### config.mk
export PLATFORM = sky130hd
export DESIGN_NAME = ds3c_framegen
export DESIGN_NICKNAME = d
export VERILOG_FILES = /design/src/rtl/ds3c_pkg.sv /design/src/rtl/ds3c_pos_ctr.sv /design/src/rtl/ds3c_par_acc.sv /design/src/rtl/ds3c_oh_sel.sv /design/src/rtl/ds3c_framegen.sv
export SDC_FILE = /design/constraint.sdc
export NUM_CORES = 1
export LEC_CHECK = 0
export BUFFER_PORTS_ARGS = -buffer_cell sky130_fd_sc_hd__buf_2
export CORE_UTILIZATION = 52
export DETAILED_ROUTE_END_ITERATION = 16
export GPL_ROUTABILITY_DRIVEN = 0
export GPL_TIMING_DRIVEN = 0
export PLACE_DENSITY = 0.79
export RECOVER_POWER = 50
export SLEW_MARGIN = 20
export SYNTH_ARGS = -nofsm -noshare
export SYNTH_HDL_FRONTEND = slang
export SYNTH_SLANG_ARGS = --single-unit
### constraint.sdc
create_clock -name clk -period 2.3 [get_ports clk]
set_input_delay 0.46 -clock clk [delete_from_list [all_inputs] [get_ports clk]]
set_output_delay 0.46 -clock clk [all_outputs]
set_load 0.01 [all_outputs]
### src/rtl/ds3c_pkg.sv
package ds3c_pkg;
   // X-bit source selection
   typedef enum logic [1:0] {
      RDI_AUTO     = 2'b00,
      RDI_ONE      = 2'b01,
      RDI_ZERO     = 2'b10,
      RDI_AUTO_ALT = 2'b11
   } rdi_sel_e;

   // Number of alarm inputs feeding automatic RDI
   localparam int ALARM_N = 4;

   // Alignment patterns, first-sent bit in the MSB
   localparam logic [3:0] F_PATTERN = 4'b1001;
   localparam logic [2:0] M_PATTERN = 3'b010;
endpackage

### src/rtl/ds3c_pos_ctr.sv
module ds3c_pos_ctr #(
   parameter int SUB_N   = 7,
   parameter int BLK_N   = 8,
   parameter int BLK_LEN = 85,
   localparam int SF_W   = (SUB_N > 1) ? $clog2(SUB_N) : 1,
   localparam int BK_W   = (BLK_N > 1) ? $clog2(BLK_N) : 1,
   localparam int BT_W   = $clog2(BLK_LEN)
) (
   input  logic            clk,
   input  logic            rst_n,
   input  logic            adv,
   output logic [SF_W-1:0] sf,
   output logic [BK_W-1:0] blk,
   output logic            is_oh,
   output logic            is_first,
   output logic            is_last
);
   logic [BT_W-1:0] bit_q;
   logic            bit_wrap;
   logic            blk_wrap;
   logic            sf_wrap;

   assign bit_wrap = (bit_q == BT_W'(BLK_LEN - 1));
   assign blk_wrap = (blk == BK_W'(BLK_N - 1));
   assign sf_wrap  = (sf == SF_W'(SUB_N - 1));

   always_ff @(posedge clk) begin
      if (!rst_n) begin
         bit_q <= '0;
         blk   <= '0;
         sf    <= '0;
      end else if (adv) begin
         if (bit_wrap) begin
            bit_q <= '0;
            if (blk_wrap) begin
               blk <= '0;
               sf  <= sf_wrap ? '0 : sf + 1'b1;
            end else begin
               blk <= blk + 1'b1;
            end
         end else begin
            bit_q <= bit_q + 1'b1;
         end
      end
   end

   assign is_oh    = (bit_q == '0);
   assign is_first = is_oh && (blk == '0) && (sf == '0);
   assign is_last  = bit_wrap && blk_wrap && sf_wrap;
endmodule

### src/rtl/ds3c_par_acc.sv
module ds3c_par_acc (
   input  logic clk,
   input  logic rst_n,
   input  logic adv,
   input  logic is_pay,
   input  logic pay_bit,
   input  logic is_last,
   output logic prev_par
);
   logic acc_q;
   logic acc_nx;

   assign acc_nx = acc_q ^ (is_pay & pay_bit);

   always_ff @(posedge clk) begin
      if (!rst_n) begin
         acc_q    <= 1'b0;
         prev_par <= 1'b0;
      end else if (adv) begin
         if (is_last) begin
            prev_par <= acc_nx;
            acc_q    <= 1'b0;
         end else begin
            acc_q <= acc_nx;
         end
      end
   end
endmodule

### src/rtl/ds3c_oh_sel.sv
module ds3c_oh_sel #(
   parameter int SF_W = 3,
   parameter int BK_W = 3
) (
   input  logic [SF_W-1:0] sf,
   input  logic [BK_W-1:0] blk,
   input  logic            is_oh,
   input  logic            pay_bit,
   input  logic            frm_en,
   input  logic            par_en,
   input  logic            rdi_val,
   input  logic            prev_par,
   input  logic            feac_bit,
   input  logic            cpar_bit,
   input  logic            febe_bit,
   input  logic            dlink_bit,
   output logic            out_bit
);
   import ds3c_pkg::*;

   logic       ov;
   logic       p_slot;
   logic [1:0] grp;

   assign grp = blk[2:1];

   always_comb begin
      ov     = 1'b1;
      p_slot = 1'b0;
      if (blk == '0) begin
         // leading slot: X, P or M depending on subframe
         case (sf)
            3'd0, 3'd1: ov = rdi_val;
            3'd2, 3'd3: begin
               ov     = prev_par;
               p_slot = 1'b1;
            end
            3'd4:    ov = M_PATTERN[2];
            3'd5:    ov = M_PATTERN[1];
            default: ov = M_PATTERN[0];
         endcase
      end else if (blk[0]) begin
         ov = F_PATTERN[3 - grp];
      end else begin
         // C-bit channel of this subframe
         case (sf)
            3'd0:    ov = (grp == 2'd3) ? feac_bit : 1'b1;
            3'd2:    ov = cpar_bit;
            3'd3:    ov = febe_bit;
            3'd4:    ov = dlink_bit;
            default: ov = 1'b1;
         endcase
      end
   end

   always_comb begin
      out_bit = pay_bit;
      if (is_oh) begin
         if (p_slot) out_bit = (par_en | frm_en) ? ov : pay_bit;
         else        out_bit = frm_en ? ov : pay_bit;
      end
   end
endmodule

### src/rtl/ds3c_framegen.sv
module ds3c_framegen #(
   parameter int SUB_N   = 7,
   parameter int BLK_N   = 8,
   parameter int BLK_LEN = 85,
   localparam int SF_W   = (SUB_N > 1) ? $clog2(SUB_N) : 1,
   localparam int BK_W   = (BLK_N > 1) ? $clog2(BLK_N) : 1
) (
   input  logic       clk,
   input  logic       rst_n,
   input  logic       bit_en,
   input  logic       pay_in,
   input  logic [1:0] rdi_mode,
   input  logic [3:0] alarm_in,
   input  logic [3:0] alarm_en,
   input  logic       par_en,
   input  logic       frm_en,
   input  logic       feac_bit,
   input  logic       cpar_bit,
   input  logic       febe_bit,
   input  logic       dlink_bit,
   output logic       ser_out,
   output logic       frame_start,
   output logic       oh_flag,
   output logic       pay_strobe
);
   import ds3c_pkg::*;

   // elaboration-time checks of the frame geometry
   generate
      if (SUB_N != 7) begin : g_bad_sub
         $error("ds3c_framegen: SUB_N must be 7");
      end
      if (BLK_N != 8) begin : g_bad_blk
         $error("ds3c_framegen: BLK_N must be 8");
      end
      if (BLK_LEN < 2) begin : g_bad_len
         $error("ds3c_framegen: BLK_LEN must be at least 2");
      end
   endgenerate

   logic [SF_W-1:0] sf;
   logic [BK_W-1:0] blk;
   logic            is_oh;
   logic            is_first;
   logic            is_last;
   logic            prev_par;
   logic            rdi_val;
   logic            alarm_hit;
   logic            nx_bit;
   rdi_sel_e        rdi_sel;

   ds3c_pos_ctr #(
      .SUB_N   (SUB_N),
      .BLK_N   (BLK_N),
      .BLK_LEN (BLK_LEN)
   ) pos_i (
      .clk      (clk),
      .rst_n    (rst_n),
      .adv      (bit_en),
      .sf       (sf),
      .blk      (blk),
      .is_oh    (is_oh),
      .is_first (is_first),
      .is_last  (is_last)
   );

   ds3c_par_acc par_i (
      .clk      (clk),
      .rst_n    (rst_n),
      .adv      (bit_en),
      .is_pay   (!is_oh),
      .pay_bit  (pay_in),
      .is_last  (is_last),
      .prev_par (prev_par)
   );

   // remote defect indication source
   assign rdi_sel   = rdi_sel_e'(rdi_mode);
   assign alarm_hit = |(alarm_in & alarm_en);

   always_comb begin
      case (rdi_sel)
         RDI_ONE:  rdi_val = 1'b1;
         RDI_ZERO: rdi_val = 1'b0;
         default:  rdi_val = !alarm_hit;
      endcase
   end

   ds3c_oh_sel #(
      .SF_W (SF_W),
      .BK_W (BK_W)
   ) sel_i (
      .sf        (sf),
      .blk       (blk),
      .is_oh     (is_oh),
      .pay_bit   (pay_in),
      .frm_en    (frm_en),
      .par_en    (par_en),
      .rdi_val   (rdi_val),
      .prev_par  (prev_par),
      .feac_bit  (feac_bit),
      .cpar_bit  (cpar_bit),
      .febe_bit  (febe_bit),
      .dlink_bit (dlink_bit),
      .out_bit   (nx_bit)
   );

   always_ff @(posedge clk) begin
      if (!rst_n) begin
         ser_out     <= 1'b0;
         frame_start <= 1'b0;
         oh_flag     <= 1'b0;
         pay_strobe  <= 1'b0;
      end else begin
         frame_start <= bit_en & is_first;
         oh_flag     <= bit_en & is_oh;
         pay_strobe  <= bit_en & !is_oh;
         if (bit_en) ser_out <= nx_bit;
      end
   end
endmodule

==> flow_metrics.tcl <==
set metrics [dict create \
    fin_ws_ns 0.3470 \
    synth_enable_flop_cells 0 \
    critPathBufInv 2 \
    wl_mm 2.140 \
    n_fill_cell 197 \
    ys_ff_latch 19 \
    multiInputGateArea_um2 618.1 \
    pwr-share-seq 0.573 \
    synth_top_flop_cell "dfxtp_1" \
    n_antenna_cell 0 \
    drtIter0Drc 22 \
    rsz0062_at_grt "false" \
    drtAntennaViolNets 0 \
    hold_depth 2 \
    fin_worst_skew_ns 0.002184 \
    cts_tree "built" \
    peakVddDrop_v 0.0002470 \
    cp-start-kind "flip-flop" \
    grt-ovfl-total 0 \
    seq_area_frac_synth 0.3539 \
    routed_via_density 5.189 \
    die_h_um 47.47 \
    worstMarginPinSlew_ns 0.4391 \
    max_cap_viol_count 0 \
    nNetsFinal 182 \
    outcome "complete, no violations" \
    r2r_start "pos_i.bit_q[0]$_SDFFE_PN0P_" \
    pwr_density_cell_nw_per_um2 487.0 \
    grt_max_degree 12 \
    clock_latency_ns 0.30 \
    cp_slowest_cell "or3b_1" \
    critPathCaptureType "flip-flop" \
    row_count 16 \
    path_cells "inv_1 > ha_1 > or3b_1 > or3_1 > buf_6 > o31ai_4 > a21oi_1" \
    clockRootBuffer "clkbuf_4" \
    cts.path.max_buffers 2 \
    grt_usage 0.2233 \
    start_util 0.5478 \
    fin_setup_tns_ns 0 \
    syn_area_um2 1075 \
    path_delay_family "simple AND/OR/NAND/NOR gates" \
    period_minus_slack_ns 1.953 \
    hold_viol 0 \
    hold_path_class "primary input to flip-flop" \
    port_buffers 23 \
    relSlewSlack 0.7051 \
    seqCellArea_um2 380.4 \
    syn_avg_cell_area_um2 8.530 \
    yosys_warnings 0 \
    reg2regPathDepth 7 \
    drtPass1Iterations 4 \
    rr_endpoint "pos_i.sf[1]$_SDFFE_PN0P_" \
    async_flop_share 0 \
    clkPwrFrac 0.295 \
    place_worst_setup_slack_ns 0.4110 \
    pwr-share-comb 0.133 \
    numCtsBuffers 3 \
    post-dp-hpwl_mm 1.625 \
    grt_pass1_vias 851 \
    drive_above_1_share 0.1830 \
    total_power_w 0.0006033 \
    p_sw_frac 0.2703 \
    hp-start "rst_n" \
    synthCells 126 \
    arrival_ns 2.15 \
    cts_setup_buffers 0 \
    fmax_mhz 512.0 \
    worstPathMaxFanout 6 \
    setup_violations 0 \
    grt_first_pass_wirelength_mm 3.456 \
    hold_end "pos_i.bit_q[1]$_SDFFE_PN0P_" \
    wire_per_inst_um 11.89 \
    io_pins 24 \
    timing.final.crit_share 0.8491 \
    slew_violations 0 \
    cp.required_ns 2.50 \
    power_leakage_nw 0.5698 \
    ys_types 37 \
    vias 934 \
    core_area_um2 1962 \
    die_area_um2 2253 \
    post-route-drc-count 0 \
    switchingPower_w 0.0001631 \
    path_class "flip-flop to flip-flop" \
    ff2ff_setup_slack_ns 0.35 \
    synth_nets 154 \
    internal_power_w 0.0004402 \
    die_w_um 47.47 \
    antenna_found_initial 0 \
    post_cts_resized 0 \
    hold_buffers 0 \
    slowest_delay_ns 0.43 \
    syn_to_final_growth_pct 15.25 \
    htree_num_levels 1 \
    cts_sinks 19 \
    final_util 0.6314 \
    cts.clk_slew.worst_paths_ns 0.12 \
]
==> sequential cells by signal (all words and copies together) (netlist names) <==
| name | cells |
|---|---|
| frame_start | 1 |
| oh_flag | 1 |
| par_i.acc_q | 1 |
| par_i.prev_par | 1 |
| pay_strobe | 1 |
| pos_i.bit_q | 7 |
| pos_i.blk | 3 |
| pos_i.sf | 3 |
| ser_out | 1 |
==> metrics by stage <==
| stage | cells | hold slack [ns] | area [um^2] |
|---|---|---|---|
| 6_report | 180 | 0.4441 | 1239 |
| 5_1_grt | 180 | 0.4552 | 1239 |
| 4_1_cts | 180 | 0.4385 | 1251 |
| 3_5_place_dp | 176 | 0.4680 | 1224 |
| 3_3_place_gp | 176 | 0.4579 | 1224 |
| 2_1_floorplan | 126 | 0.4368 | 1075 |
==> routing by layer <==
layer  vias up  track usage  wire length, um  part of all wire
met2        24       0.3616              974              0.46
li1        487            -                -                 -
met3         5      0.04151               86             0.040
met4         0       0.1200               42             0.020
met5         -            0                0                 0
met1       418       0.2798             1036              0.48
==> Yosys cell counts (2+ instances only) <==
master / instances / area share
o21a_1: 2 / 0.014
xor2_1: 5 / 0.041
a211oi_1: 3 / 0.021
mux2i_1: 3 / 0.028
xnor2_1: 3 / 0.024
and2_1: 2 / 0.012
nor2_1: 21 / 0.073
dfxtp_1: 19 / 0.35
nor2b_1: 2 / 0.012
ha_1: 8 / 0.093
clkbuf_1: 2 / 0.0070
nand4_1: 2 / 0.012
nand3_1: 2 / 0.0093
nand2_1: 13 / 0.045
a21oi_1: 6 / 0.028
inv_1: 12 / 0.042
==> layout by cell type (no fill, tap or decap), drive strengths merged, types with 2 or more instances in the layout <==
master | Yosys | routed
a21oi | 6 | 6
xnor2 | 3 | 3
nand3 | 2 | 2
nor4 | 2 | 2
clkbuf | 2 | 9
nand2 | 13 | 13
nor2 | 21 | 21
a211oi | 3 | 3
and2 | 2 | 2
o21a | 2 | 2
nor3 | 2 | 2
o31ai | 2 | 2
nand4 | 2 | 2
inv | 12 | 12
mux2i | 3 | 3
dfxtp | 19 | 19
ha | 8 | 8
xor2 | 5 | 5
nor2b | 2 | 2
buf | 2 | 21
==> kinds of logic after synthesis <==
group | count (synthesis) | synth area share
multiplexers | 3 | 0.02794
AND/OR/NAND/NOR | 51 | 0.2456
adder cells (fa/ha/maj) | 8 | 0.09314
AO/OA/AOI/OAI | 21 | 0.1502
buffers and inverters | 16 | 0.06402
XOR/XNOR | 8 | 0.06519
flip-flops | 19 | 0.3539
==> worst reg2reg max path, stage by stage, from the launching register on <==
cell and delay [ns]:
dfxtp_1 0.36, inv_1 0.07, ha_1 0.15, or3b_1 0.43, or3_1 0.40, buf_6 0.15
o31ai_4 0.20, a21oi_1 0.08
==> cell type report <==
cell class              instances  area share
repair buffers                 23     0.08889
flip-flops and latches         19      0.3071
clock buffers                   3     0.01818
multi-input cells              91      0.4990
clock inverters                 1    0.004040
plain buffers                   4     0.01919
well taps                      27     0.02727
inverters                      12     0.03636
==> power groups by stage <==
| stage | Combinational (W) | Clock [W] | Sequential [W] |
|---|---|---|---|
| 2_1_floorplan | 0.0000485 | 0 | 0.000355 |
| 3_3_place_gp | 0.0000800 | 0 | 0.000352 |
| 3_5_place_dp | 0.0000831 | 0 | 0.000353 |
| 4_1_cts | 0.0000841 | 0.000183 | 0.000345 |
| 5_1_grt | 0.0000899 | 0.000195 | 0.000347 |
| 6_report | 0.0000801 | 0.000178 | 0.000345 |
==> how the worst max path moves through the flow <==
stage                                           start                       end  slack, ns  cells past startpoint
after CTS                 pos_i.bit_q[0]$_SDFFE_PN0P_  pos_i.sf[1]$_SDFFE_PN0P_       0.38                      7
after detailed placement  pos_i.bit_q[0]$_SDFFE_PN0P_  pos_i.sf[1]$_SDFFE_PN0P_       0.41                      7
final                     pos_i.bit_q[0]$_SDFFE_PN0P_  pos_i.sf[1]$_SDFFE_PN0P_       0.35                      7
after global placement    pos_i.bit_q[0]$_SDFFE_PN0P_  pos_i.sf[1]$_SDFFE_PN0P_       0.46                      7
after floorplan           pos_i.bit_q[0]$_SDFFE_PN0P_  pos_i.sf[1]$_SDFFE_PN0P_       0.51                      7
after global routing      pos_i.bit_q[0]$_SDFFE_PN0P_  pos_i.sf[1]$_SDFFE_PN0P_       0.22                      7
(Power assumes the default switching activity.)
